File: src/rtl/cpho_pkg.sv
package cpho_pkg;

  typedef enum logic [1:0] {
    ST_IDLE  = 2'd0,
    ST_OFFER = 2'd1,
    ST_WAIT  = 2'd2,
    ST_DONE  = 2'd3
  } cpho_state_e;

  typedef enum logic [1:0] {
    RSP_TRAP = 2'd0,
    RSP_WAIT = 2'd1,
    RSP_GO   = 2'd2
  } cpho_rsp_e;

  // Eligibility: a valid instruction that passed its condition and is not shadowed.
  function automatic logic may_offer(input logic valid, input logic cond_pass,
                                     input logic shadowed);
    return valid & cond_pass & ~shadowed;
  endfunction

  // Meaning of the shared answer wires at the end of an offer cycle.
  function automatic cpho_rsp_e classify(input logic absent, input logic busy);
    if (absent)    return RSP_TRAP;
    else if (busy) return RSP_WAIT;
    else           return RSP_GO;
  endfunction

endpackage

File: src/rtl/cpho_gate.sv
module cpho_gate (
  input  logic insn_valid,
  input  logic cond_ok,
  input  logic in_shadow,
  output logic offer_go,
  output logic offer_skip
);
  import cpho_pkg::*;

  always_comb begin
    offer_go   = may_offer(insn_valid, cond_ok, in_shadow);
    offer_skip = insn_valid & ~offer_go;
  end

endmodule

File: src/rtl/cpho_fsm.sv
module cpho_fsm
  import cpho_pkg::*;
(
  input  logic        clk,
  input  logic        rst,
  input  logic        offer_go,
  input  logic        cp_absent,
  input  logic        cp_busy,
  input  logic        irq_req,
  output cpho_state_e state_o,
  output logic        offer_n,
  output logic        stall,
  output logic        undef_trap,
  output logic        take_irq,
  output logic        done
);

  cpho_state_e state, nxt;
  cpho_rsp_e   rsp;
  logic        ev_trap;
  logic        ev_abandon;
  logic        trap_q;
  logic        irq_q;

  always_comb begin
    rsp        = classify(cp_absent, cp_busy);
    nxt        = state;
    ev_trap    = 1'b0;
    ev_abandon = 1'b0;
    case (state)
      ST_IDLE:  if (offer_go) nxt = ST_OFFER;
      ST_OFFER: begin
        case (rsp)
          RSP_TRAP: begin nxt = ST_IDLE; ev_trap = 1'b1; end
          RSP_WAIT: nxt = ST_WAIT;
          default:  nxt = ST_DONE;
        endcase
      end
      ST_WAIT: begin
        if (!cp_busy)     nxt = ST_DONE;
        else if (irq_req) begin nxt = ST_IDLE; ev_abandon = 1'b1; end
      end
      ST_DONE:  nxt = ST_IDLE;
      default:  nxt = ST_IDLE;
    endcase
  end

  always_ff @(posedge clk) begin
    if (rst) begin
      state  <= ST_IDLE;
      trap_q <= 1'b0;
      irq_q  <= 1'b0;
    end else begin
      state  <= nxt;
      trap_q <= ev_trap;
      irq_q  <= ev_abandon;
    end
  end

  always_comb begin
    state_o    = state;
    offer_n    = ~((state == ST_OFFER) || (state == ST_WAIT));
    stall      = (state == ST_WAIT) && cp_busy;
    undef_trap = trap_q;
    take_irq   = irq_q;
    done       = (state == ST_DONE);
  end

  // no claimant at the end of the offer cycle leads to a trap
  a_r4_absent_traps: assert property (@(posedge clk) disable iff (rst)
    (state == ST_OFFER && cp_absent) |=> (undef_trap && offer_n));

  // claimed and free leads to immediate completion
  a_r5_free_completes: assert property (@(posedge clk) disable iff (rst)
    (state == ST_OFFER && !cp_absent && !cp_busy) |=> (done && !stall));

  // claimed but busy keeps the offer up
  a_r6_busy_holds_offer: assert property (@(posedge clk) disable iff (rst)
    (state == ST_OFFER && !cp_absent && cp_busy) |=> !offer_n);

  // a stall is only raised while the instruction is on offer
  a_r6_stall_offered: assert property (@(posedge clk) disable iff (rst)
    stall |-> !offer_n);

  // busy falling finishes the instruction
  a_r7_drop_completes: assert property (@(posedge clk) disable iff (rst)
    (state == ST_WAIT && !cp_busy) |=> (done && !take_irq));

  // interrupt during a busy wait abandons the instruction
  a_r8_irq_abandons: assert property (@(posedge clk) disable iff (rst)
    (state == ST_WAIT && cp_busy && irq_req) |=> (take_irq && offer_n && !done));

  // absent answer is not acted on during the wait
  a_r9_wait_ignores_absent: assert property (@(posedge clk) disable iff (rst)
    (state == ST_WAIT && cp_busy && !irq_req) |=> (!undef_trap && !offer_n));

  // outcome pulses are exclusive and last one cycle
  a_r10_exclusive: assert property (@(posedge clk) disable iff (rst)
    $onehot0({undef_trap, take_irq, done}));
  a_r10_trap_single: assert property (@(posedge clk) disable iff (rst)
    undef_trap |=> !undef_trap);
  a_r10_irq_single: assert property (@(posedge clk) disable iff (rst)
    take_irq |=> !take_irq);
  a_r10_done_single: assert property (@(posedge clk) disable iff (rst)
    done |=> !done);

endmodule

File: src/rtl/cop_handshake_ctrl.sv
module cop_handshake_ctrl
  import cpho_pkg::*;
(
  input  logic clk,
  input  logic rst,
  input  logic insn_valid,
  input  logic cond_ok,
  input  logic in_shadow,
  input  logic cp_absent,
  input  logic cp_busy,
  input  logic irq_req,
  output logic offer_n,
  output logic stall,
  output logic undef_trap,
  output logic take_irq,
  output logic done
);

  logic        offer_go;
  logic        offer_skip;
  cpho_state_e fsm_state;

  cpho_gate u_gate (
    .insn_valid (insn_valid),
    .cond_ok    (cond_ok),
    .in_shadow  (in_shadow),
    .offer_go   (offer_go),
    .offer_skip (offer_skip)
  );

  cpho_fsm u_fsm (
    .clk        (clk),
    .rst        (rst),
    .offer_go   (offer_go),
    .cp_absent  (cp_absent),
    .cp_busy    (cp_busy),
    .irq_req    (irq_req),
    .state_o    (fsm_state),
    .offer_n    (offer_n),
    .stall      (stall),
    .undef_trap (undef_trap),
    .take_irq   (take_irq),
    .done       (done)
  );

  // a skipped instruction is never offered and produces no outcome
  a_r2_skip_quiet: assert property (@(posedge clk) disable iff (rst)
    (fsm_state == ST_IDLE && offer_skip) |=> (offer_n && !done && !stall));

  // an eligible instruction in idle is offered next cycle
  a_r3_offer_next: assert property (@(posedge clk) disable iff (rst)
    (fsm_state == ST_IDLE && offer_go) |=> !offer_n);

  // first cycle after reset is quiet
  a_r1_reset_quiet: assert property (@(posedge clk)
    $fell(rst) |-> (offer_n && !stall && !undef_trap && !take_irq && !done));

endmodule

File: config.mk
export PLATFORM = sky130hd
export DESIGN_NAME = cop_handshake_ctrl
export DESIGN_NICKNAME = d
export VERILOG_FILES = /design/src/rtl/cpho_pkg.sv /design/src/rtl/cpho_gate.sv /design/src/rtl/cpho_fsm.sv /design/src/rtl/cop_handshake_ctrl.sv
export SDC_FILE = /design/constraint.sdc
export NUM_CORES = 1
export LEC_CHECK = 0
export ABC_AREA = 1
export BUFFER_PORTS_ARGS = -buffer_cell sky130_fd_sc_hd__buf_2
export CORE_AREA = 2 2 39 41
export DETAILED_ROUTE_END_ITERATION = 10
export DIE_AREA = 0 0 41 43
export HOLD_SLACK_MARGIN = 0.08
export SLEW_MARGIN = 10
export SYNTH_ARGS = -nofsm -noshare
export SYNTH_HDL_FRONTEND = slang
export SYNTH_SLANG_ARGS = --single-unit
File: constraint.sdc
create_clock -name clk -period 1.3 [get_ports clk]
set_input_delay 0.065 -clock clk [delete_from_list [all_inputs] [get_ports clk]]
set_output_delay 0.065 -clock clk [all_outputs]
set_load 0.03 [all_outputs]
==> results of run 1 <==
==> state kept, by name, summed over array words and instances (netlist names) <==
name and cells:
u_fsm.undef_trap 1, u_fsm.take_irq 1, u_fsm.state_o 2
==> how the worst max path moves through the flow <==
stage	start	to	slack (ps)	cells after the start
detailed placement	u_fsm.state_o[0]	u_fsm.state_o[0]	110	8
global placement	u_fsm.state_o[0]	u_fsm.state_o[0]	140	8
global route	u_fsm.state_o[0]	stall	10	5
finish	u_fsm.state_o[0]	stall	60	5
CTS	u_fsm.state_o[1]	offer_n	50	4
floorplan	u_fsm.state_o[0]	u_fsm.state_o[0]	160	8
==> power by group <==
group	internal, mW	switching [mW]	leakage [nW]	total, mW
Combinational	0.0577	0.0875	0.195	0.145
Clock	0.104	0.0586	0.0138	0.162
Sequential	0.134	0.0110	0.0337	0.145
==> through the flow <==
step                      instance area [um^2]  setup slack [ps]  power (mW)
final                                      420              61.3       0.453
after global routing                       420              10.2       0.488
after CTS                                  415              48.9       0.456
after detailed placement                   370               110       0.285
after global placement                     370               142       0.284
after floorplan                            290               163       0.246
==> metal layers <==
metal	up-vias	GRT usage (%)	part of all wire (%)
li1	149	-	-
met1	103	9.27	45
met2	10	10.3	43
met3	0	5.76	11
met4	0	2.00	0
met5	-	0	0
==> repair_timing <==
item	4_1_cts	5_1_grt
hold buffers	2	0
pin swaps	0	0
gates cloned	0	0
endpoints found under the setup margin	2	1
endpoints found under the hold margin	3	0
gates resized for setup	2	2
==> cells by family (layout without fill, tap and decap cells) <==
| logic type | Yosys count | after routing |
|---|---|---|
| AOI/OAI and AO/OA | 1 | 1 |
| adders and majority gates | 5 | 5 |
| and+or+nand+nor | 19 | 19 |
| buffers and inverters | 10 | 27 |
| DFF | 4 | 4 |
==> layout make-up <==
cell class,count,area share [%]
flip-flops and latches,4,20.2
multi-input cells,25,40.2
repair buffers,14,19.6
well taps,16,4.76
inverters,10,9.82
clock buffers,3,5.36
==> layout by cell type (no fill, tap or decap) <==
master / n
sky130_fd_sc_hd__nand2_2: 2
sky130_fd_sc_hd__inv_4: 1
sky130_fd_sc_hd__nor3_1: 1
sky130_fd_sc_hd__nand3_1: 4
sky130_fd_sc_hd__buf_2: 11
sky130_fd_sc_hd__clkbuf_4: 4
sky130_fd_sc_hd__a21oi_2: 1
sky130_fd_sc_hd__dfxtp_1: 2
sky130_fd_sc_hd__nand2_4: 2
sky130_fd_sc_hd__dfxtp_2: 1
sky130_fd_sc_hd__clkinv_2: 1
sky130_fd_sc_hd__dlygate4sd3_1: 2
sky130_fd_sc_hd__inv_2: 1
sky130_fd_sc_hd__inv_1: 7
sky130_fd_sc_hd__nor2_1: 3
sky130_fd_sc_hd__ha_1: 5
sky130_fd_sc_hd__nand2_1: 7
sky130_fd_sc_hd__dfxtp_4: 1
==> critical path, cell delays in order (launching register included) <==
cell	delay, ps
sky130_fd_sc_hd__dfxtp_2	360
sky130_fd_sc_hd__inv_2	60
sky130_fd_sc_hd__ha_1	210
sky130_fd_sc_hd__nand2_2	100
sky130_fd_sc_hd__inv_4	40
sky130_fd_sc_hd__buf_2	170
==> reports/summary.md, run 1 <==
## Outcome
- **status** complete, no violations

## Setup path
- **startpoint type of the worst setup path** flop
- **required time of the critical path** 1240 ps
- **worst reg2reg path depth** 9
- **R2R Path Start** u_fsm.state_o[0]
- **Crit path arrival time** 1170 ps
- **type of the worst setup path** flop to primary output
- **register-to-register setup slack** 170 ps
- **biggest fanout along the worst timing path** 4
- **Crit. End Element** primary output
- **Crit Reg-Reg Endpoint** u_fsm.state_o[0]

## Placed design
- **quantity of I/O buffers inserted on ports** 12
- **post-DP HPWL** 448 um
- **routability congestion estimate from global placement** 0.671
- **Inst Count DP** 67

## Global route
- **initial antenna violation count** 0
- **total global routing overflow** 0
- **all-layer global routing usage** 7.62%
- **maximum number of pins on one net before global-route repair** 5
- **wire length of the first global-routing pass** 897 um
- **number of global-route vias before repair** 240

## Detailed routing
- **Detailed Route Iter0 Violations** 3
- **total length of routed wires** 567 um
- **vias after detailed routing** 262
- **routed wire length per instance** 7.88 um
- **number of detailed-route iterations in the first pass** 2
- **DRT antenna net count** 0
- **count of unresolved DRC violations after routing** 0
- **post-DR vias/cell** 3.64

## Logic synthesis
- **most instantiated flip-flop cell in the synthesis netlist** sky130_fd_sc_hd__dfxtp_1
- **multiplexer area fraction after synthesis** 0%
- **combinational family with the most area after synthesis** simple AND/OR/NAND/NOR gates
- **Simple-Gate Fraction of Synth Area** 33.6%
- **post-synth top area share** 27.6%
- **Warnings, synthesis** 0
- **post-synthesis cell type count** 13
- **top post-synthesis cells by area** sky130_fd_sc_hd__dfxtp_1 28%, sky130_fd_sc_hd__ha_1 22%, sky130_fd_sc_hd__inv_1 9.1%
- **Yosys top cell by area** sky130_fd_sc_hd__dfxtp_1
- **synthesized net count** 52
- **post-synthesis share of cell area spent on full adders, half adders and majority gates** 21.6%
- **Post-Synthesis Cell Area** 290 um^2
- **compound-gate portion of the synthesized area** 3.02%
- **average cell area after synthesis** 7.44 um^2
- **share of flip-flops with an asynchronous set or reset after synthesis** 0%
- **fraction of the yosys area taken by sequential cells** 27.6%
- **most frequent cells after synthesis** 7 x sky130_fd_sc_hd__inv_1, 7 x sky130_fd_sc_hd__nand2_1, 5 x sky130_fd_sc_hd__ha_1
- **total of flip-flops plus latches after synthesis** 4
- **number of enable-type register cells in the synthesized netlist** 0
- **Synth Instances** 39
- **fraction of synthesized cell area in xor and xnor cells** 0%

## Timing
- **final setup violating endpoints** 0
- **count of final max-slew check failures** 0
- **minimum hold slack** 73.9 ps
- **remaining max-slew budget at the tightest pin** 90.7%
- **number of hold-slack violations in the final timing report** 0
- **f_max** 807 MHz
- **unrepaired setup endpoints after global routing** no
- **post-route clock skew** 2.34 ps
- **period utilization** 95.3%
- **transition time of the tightest slew-check pin** 139 ps
- **accumulated negative setup slack** 0 ps
- **clock period minus worst slack** 1240 ps

## CTS
- **clock edge transition at the registers on the reported setup and hold paths** 40 ps
- **number of H-tree levels** 1
- **insertion delay of the later-clocked pin in the worst-skew pair** 240 ps
- **root buf cell** sky130_fd_sc_hd__clkbuf_4
- **post-CTS setup repair buffer count** 0
- **number of buffers inserted during clock tree synthesis** 3
- **number of buffers on the longest clock path** 2
- **TritonCTS clock tree** built
- **clock sink total** 4

## Worst hold path
- **Hold Path Sink** u_fsm.undef_trap
- **Hold Path Depth** 3
- **hold path startpoint** cp_absent
- **Hold WC Path Type** input port to flop

## Floorplanning
- **IO Pins** 13
- **die extent in y** 43 um
- **Core Region** 1380 um^2
- **initial standard-cell utilization of the core** 21.0%
- **die area** 1760 um^2
- **number of rows in the core area** 14
- **die width** 41 um

## Finish
- **final core occ** 30.4%
- **area overhead of the layout relative to synthesis** 44.8%
- **proportion of layout cells with a drive suffix above 1** 44.6%
- **Fillers** 158
- **total inserted antenna cells** 0
- **total area of multi-input combinational cells** 169 um^2
- **number of nets in the final layout** 71
- **sequential standard cell area** 85.1 um^2
- **final instance count without filler cells** 72

## Power
- **peak supply drop** 349 uV
- **static power due to leakage** 0.243 nW
- **ratio of total power to cell area** 1080 nW/um^2

## Job
- **max-cap violations** 0

(Power assumes the default switching activity.)
==> inputs of run 2 (changes only) <==
--- a/config.mk
+++ b/config.mk
@@ -5,12 +5,15 @@
 export SDC_FILE = /design/constraint.sdc
 export NUM_CORES = 1
 export LEC_CHECK = 0
-export ABC_AREA = 1
+export ABC_CLOCK_PERIOD_IN_PS = 1300
 export BUFFER_PORTS_ARGS = -buffer_cell sky130_fd_sc_hd__buf_2
+export CELL_PAD_IN_SITES_DETAIL_PLACEMENT = 2
+export CELL_PAD_IN_SITES_GLOBAL_PLACEMENT = 2
 export CORE_AREA = 2 2 39 41
 export DETAILED_ROUTE_END_ITERATION = 10
 export DIE_AREA = 0 0 41 43
 export HOLD_SLACK_MARGIN = 0.08
+export PLACE_DENSITY_LB_ADDON = 0.1
 export SLEW_MARGIN = 10
 export SYNTH_ARGS = -nofsm -noshare
 export SYNTH_HDL_FRONTEND = slang
==> reports/summary.md, run 2 <==
## Setup path
- **register-to-register setup slack** 70 ps, was 170 ps
- **startpoint type of the worst setup path** flop, unchanged
- **worst-path cell with the longest stage delay** sky130_fd_sc_hd__dfxtp_2, unchanged
- **critical path cell sequence** inv_1 > ha_4 > and2_2 > buf_4, was inv_2 > ha_1 > nand2_2 > inv_4 > buf_2
- **R2R Path Start** u_fsm.state_o[0], unchanged
- **Crit. End Element** primary output, unchanged
- **type of the worst setup path** flop to primary output, unchanged
- **required time of the critical path** 1240 ps, about the same
- **biggest fanout along the worst timing path** 5, was 4
- **Crit Reg-Reg Endpoint** u_fsm.state_o[0], unchanged
- **delay of the slowest cell on the worst path** 340 ps, was 360 ps
- **Crit path arrival time** 1200 ps, was 1170 ps
- **crit-path leading delay family** flip-flops, unchanged
- **count of buffering cells on the critical path with inverters included** 2, was 3
- **worst reg2reg path depth** 5, was 9

## Detailed routing
- **DRT antenna net count** 0, unchanged
- **Detailed Route Iter0 Violations** 1, was 3
- **vias after detailed routing** 296, was 262
- **count of unresolved DRC violations after routing** 0, unchanged
- **post-DR vias/cell** 4.42, was 3.64
- **total length of routed wires** 867 um, was 567 um
- **routed wire length per instance** 12.9 um, was 7.88 um
- **number of detailed-route iterations in the first pass** 2, unchanged

## Global route
- **wire length of the first global-routing pass** 1380 um, was 897 um
- **maximum number of pins on one net before global-route repair** 7, was 5
- **number of global-route vias before repair** 326, was 240
- **all-layer global routing usage** 12.3%, was 7.62%
- **total global routing overflow** 0, unchanged
- **initial antenna violation count** 0, unchanged

## CTS
- **insertion delay of the later-clocked pin in the worst-skew pair** 240 ps, about the same
- **root buf cell** sky130_fd_sc_hd__clkbuf_4, unchanged
- **clock edge transition at the registers on the reported setup and hold paths** 40 ps, about the same
- **number of buffers inserted during clock tree synthesis** 3, unchanged
- **TritonCTS clock tree** built, unchanged
- **number of buffers on the longest clock path** 2, unchanged
- **number of H-tree levels** 1, unchanged
- **clock sink total** 4, unchanged

## Finish
- **number of nets in the final layout** 66, was 71
- **top library cells by usage in the layout, fill and taps aside** 10 x sky130_fd_sc_hd__buf_2, 6 x sky130_fd_sc_hd__buf_4, 5 x sky130_fd_sc_hd__inv_1, 4 x sky130_fd_sc_hd__clkbuf_4, 3 x sky130_fd_sc_hd__ha_1, was 11 x sky130_fd_sc_hd__buf_2, 7 x sky130_fd_sc_hd__inv_1, 7 x sky130_fd_sc_hd__nand2_1, 5 x sky130_fd_sc_hd__ha_1
- **most frequent standard cell in the layout excluding fill and tap cells** sky130_fd_sc_hd__buf_2, unchanged
- **Design Area, Final** 459 um^2, was 420 um^2
- **area overhead of the layout relative to synthesis** 65.3%, was 44.8%
- **total inserted antenna cells** 0, unchanged
- **number of flip-flops in the largest register** 2, unchanged
- **proportion of layout cells with a drive suffix above 1** 54.9%, was 44.6%
- **Fillers** 163, was 158

## Logic synthesis
- **most instantiated flip-flop cell in the synthesis netlist** sky130_fd_sc_hd__dfxtp_1, unchanged
- **top post-synthesis cells by area** sky130_fd_sc_hd__dfxtp_1 29%, sky130_fd_sc_hd__ha_1 23%, sky130_fd_sc_hd__inv_1 8.1%, was sky130_fd_sc_hd__dfxtp_1 28%, sky130_fd_sc_hd__ha_1 22%, sky130_fd_sc_hd__inv_1 9.1%
- **most frequent cells after synthesis** 6 x sky130_fd_sc_hd__inv_1, 5 x sky130_fd_sc_hd__ha_1, 4 x sky130_fd_sc_hd__dfxtp_1, was 7 x sky130_fd_sc_hd__inv_1, 7 x sky130_fd_sc_hd__nand2_1, 5 x sky130_fd_sc_hd__ha_1
- **number of enable-type register cells in the synthesized netlist** 0, unchanged
- **Warnings, synthesis** 0, unchanged
- **Post-Synthesis Cell Area** 278 um^2, was 290 um^2
- **Yosys top cell by area** sky130_fd_sc_hd__dfxtp_1, unchanged
- **synthesized net count** 43, was 52
- **total of flip-flops plus latches after synthesis** 4, unchanged
- **fraction of the yosys area taken by sequential cells** 28.8%, was 27.6%
- **share of flip-flops with an asynchronous set or reset after synthesis** 0%, unchanged
- **post-synth top area share** 28.8%, was 27.6%
- **average cell area after synthesis** 9.26 um^2, was 7.44 um^2
- **post-synthesis cell type count** 15, was 13
- **Synth Instances** 30, was 39
- **most common cell in the netlist** sky130_fd_sc_hd__inv_1

## Worst hold path
- **hold path startpoint** irq_req, was cp_absent
- **Hold WC Path Type** input port to flop, unchanged
- **Hold Path Depth** 2, was 3
- **Hold Path Sink** u_fsm.take_irq, was u_fsm.undef_trap

## Floorplanning
- **die width** 41 um, unchanged
- **Core Region** 1380 um^2, unchanged
- **initial standard-cell utilization of the core** 20.1%, was 21.0%
- **IO Pins** 13, unchanged
- **die extent in y** 43 um, unchanged
- **number of rows in the core area** 14, unchanged
- **die area** 1760 um^2, unchanged

## Timing
- **transition time of the tightest slew-check pin** 250 ps, was 139 ps
- **f_max** 789 MHz, was 807 MHz
- **post-route clock skew** 4.48 ps, was 2.34 ps
- **count of final max-slew check failures** 0, unchanged
- **period utilization** 97.4%, was 95.3%
- **unrepaired setup endpoints after global routing** yes, was no
- **remaining max-slew budget at the tightest pin** 83.3%, was 90.7%
- **accumulated negative setup slack** 0 ps, unchanged
- **final setup violating endpoints** 0, unchanged
- **number of hold-slack violations in the final timing report** 0, unchanged
- **clock period minus worst slack** 1270 ps, was 1240 ps

## Power
- **Sw Ratio** 33.7%, was 34.7%
- **Clk pwr share** 32.8%, was 35.9%
- **combinational group share of total power** 37.8%, was 32.1%
- **peak supply drop** 315 uV, was 349 uV
- **static power due to leakage** 0.227 nW, was 0.243 nW
- **Switch Pwr** 166 uW, was 157 uW
- **ratio of total power to cell area** 1070 nW/um^2, was 1080 nW/um^2
- **proportion of power drawn by flip-flops and latches** 29.3%, was 32.1%
- **Internal Dissipation** 326 uW, was 296 uW

## Placed design
- **routability congestion estimate from global placement** 0.711, was 0.671
- **post-DP HPWL** 671 um, was 448 um
- **DP Area** 373 um^2, was 370 um^2
- **quantity of I/O buffers inserted on ports** 12, unchanged

## Outcome
- **status** complete, no violations, unchanged

## Job
- **max-cap violations** 0, unchanged

run 2: cell types whose count changed after synthesis, moves of 2 or more:
cell / delta
sky130_fd_sc_hd__nand2b_1: +2
sky130_fd_sc_hd__nand3b_1: +2
sky130_fd_sc_hd__nand3_1: -4
sky130_fd_sc_hd__nand2_4: -2
sky130_fd_sc_hd__nor2_1: -3
sky130_fd_sc_hd__and3b_1: +2
sky130_fd_sc_hd__nand2_2: -2
sky130_fd_sc_hd__nand2_1: -7
run 2: power groups by stage:
stage	registers, mW	clock network (mW)	logic [mW]
2_1_floorplan	0.150	0	0.0837
3_3_place_gp	0.144	0	0.144
3_5_place_dp	0.145	0	0.149
4_1_cts	0.145	0.166	0.154
5_1_grt	0.145	0.189	0.206
6_report	0.144	0.161	0.186
run 2: area by class of cell:
cell class                 instances  area [um^2]  area share, %
clock buffer                       3         22.5           4.90
tap                               16         20.0           4.36
timing repair buffer              18          113           24.5
sequential                         4         82.6           18.0
multi-input combinational         20          199           43.3
inverter                           6         22.5           4.90
run 2: worst max path at each step:
stage | start | endpoint | slack, ps | cells after the start
after floorplan | u_fsm.state_o[0] | u_fsm.take_irq | 70 | 4
final | u_fsm.state_o[0] | stall | 30 | 4
after global routing | u_fsm.state_o[0] | stall | -30 | 4
after global placement | u_fsm.state_o[0] | u_fsm.state_o[0] | -20 | 5
after detailed placement | u_fsm.state_o[0] | u_fsm.state_o[0] | -30 | 5
after CTS | u_fsm.state_o[0] | stall | 5 | 4
run 2: routing by layer:
| metal | wire length [um] | track usage [%] |
|---|---|---|
| met1 | 363 | 14.3 |
| met3 | 51 | 6.28 |
| met4 | 10 | 6.00 |
| met5 | 0 | 0 |
| met2 | 442 | 17.8 |
run 2: repair_timing:
| item | 4_1_cts | 5_1_grt |
|---|---|---|
| setup endpoints to repair | 2 | 3 |
| endpoints found under the hold margin | 1 | 0 |
| buffers inserted | 0 | 3 |
| resized for setup | 3 | 8 |
| pin swaps | 1 | 1 |
| hold buffers | 1 | 0 |
run 2: kinds of logic after synthesis:
family / synth area share, %
simple gates: 23.9
fa+ha+maj: 22.5
compound gates: 16.7
flops: 28.8
buf+inv: 8.11
run 2: worst register-to-register path: cells and delay by family, from the launching register on:
| family | cells | cell delay [ps] |
|---|---|---|
| buffers and inverters | 1 | 90 |
| adder cells (fa/ha/maj) | 1 | 260 |
| AND/OR/NAND/NOR | 1 | 100 |
| flip-flops | 1 | 340 |
| AO/OA/AOI/OAI | 2 | 340 |
run 2: stage by stage:
| step | std cells | worst slack (ps) | total power, mW | util (%) | hold slack [ps] |
|---|---|---|---|---|---|
| 4_1_cts | 64 | 4.63 | 0.465 | 29.7 | 95.1 |
| 6_report | 67 | 33.4 | 0.491 | 33.2 | 97.2 |
| 3_5_place_dp | 60 | -28.0 | 0.295 | 26.9 | 336 |
| 2_1_floorplan | 30 | 68.8 | 0.234 | - | 137 |
| 3_3_place_gp | 60 | -23.7 | 0.288 | 26.9 | 334 |
| 5_1_grt | 67 | -27.6 | 0.540 | 33.2 | 89.7 |
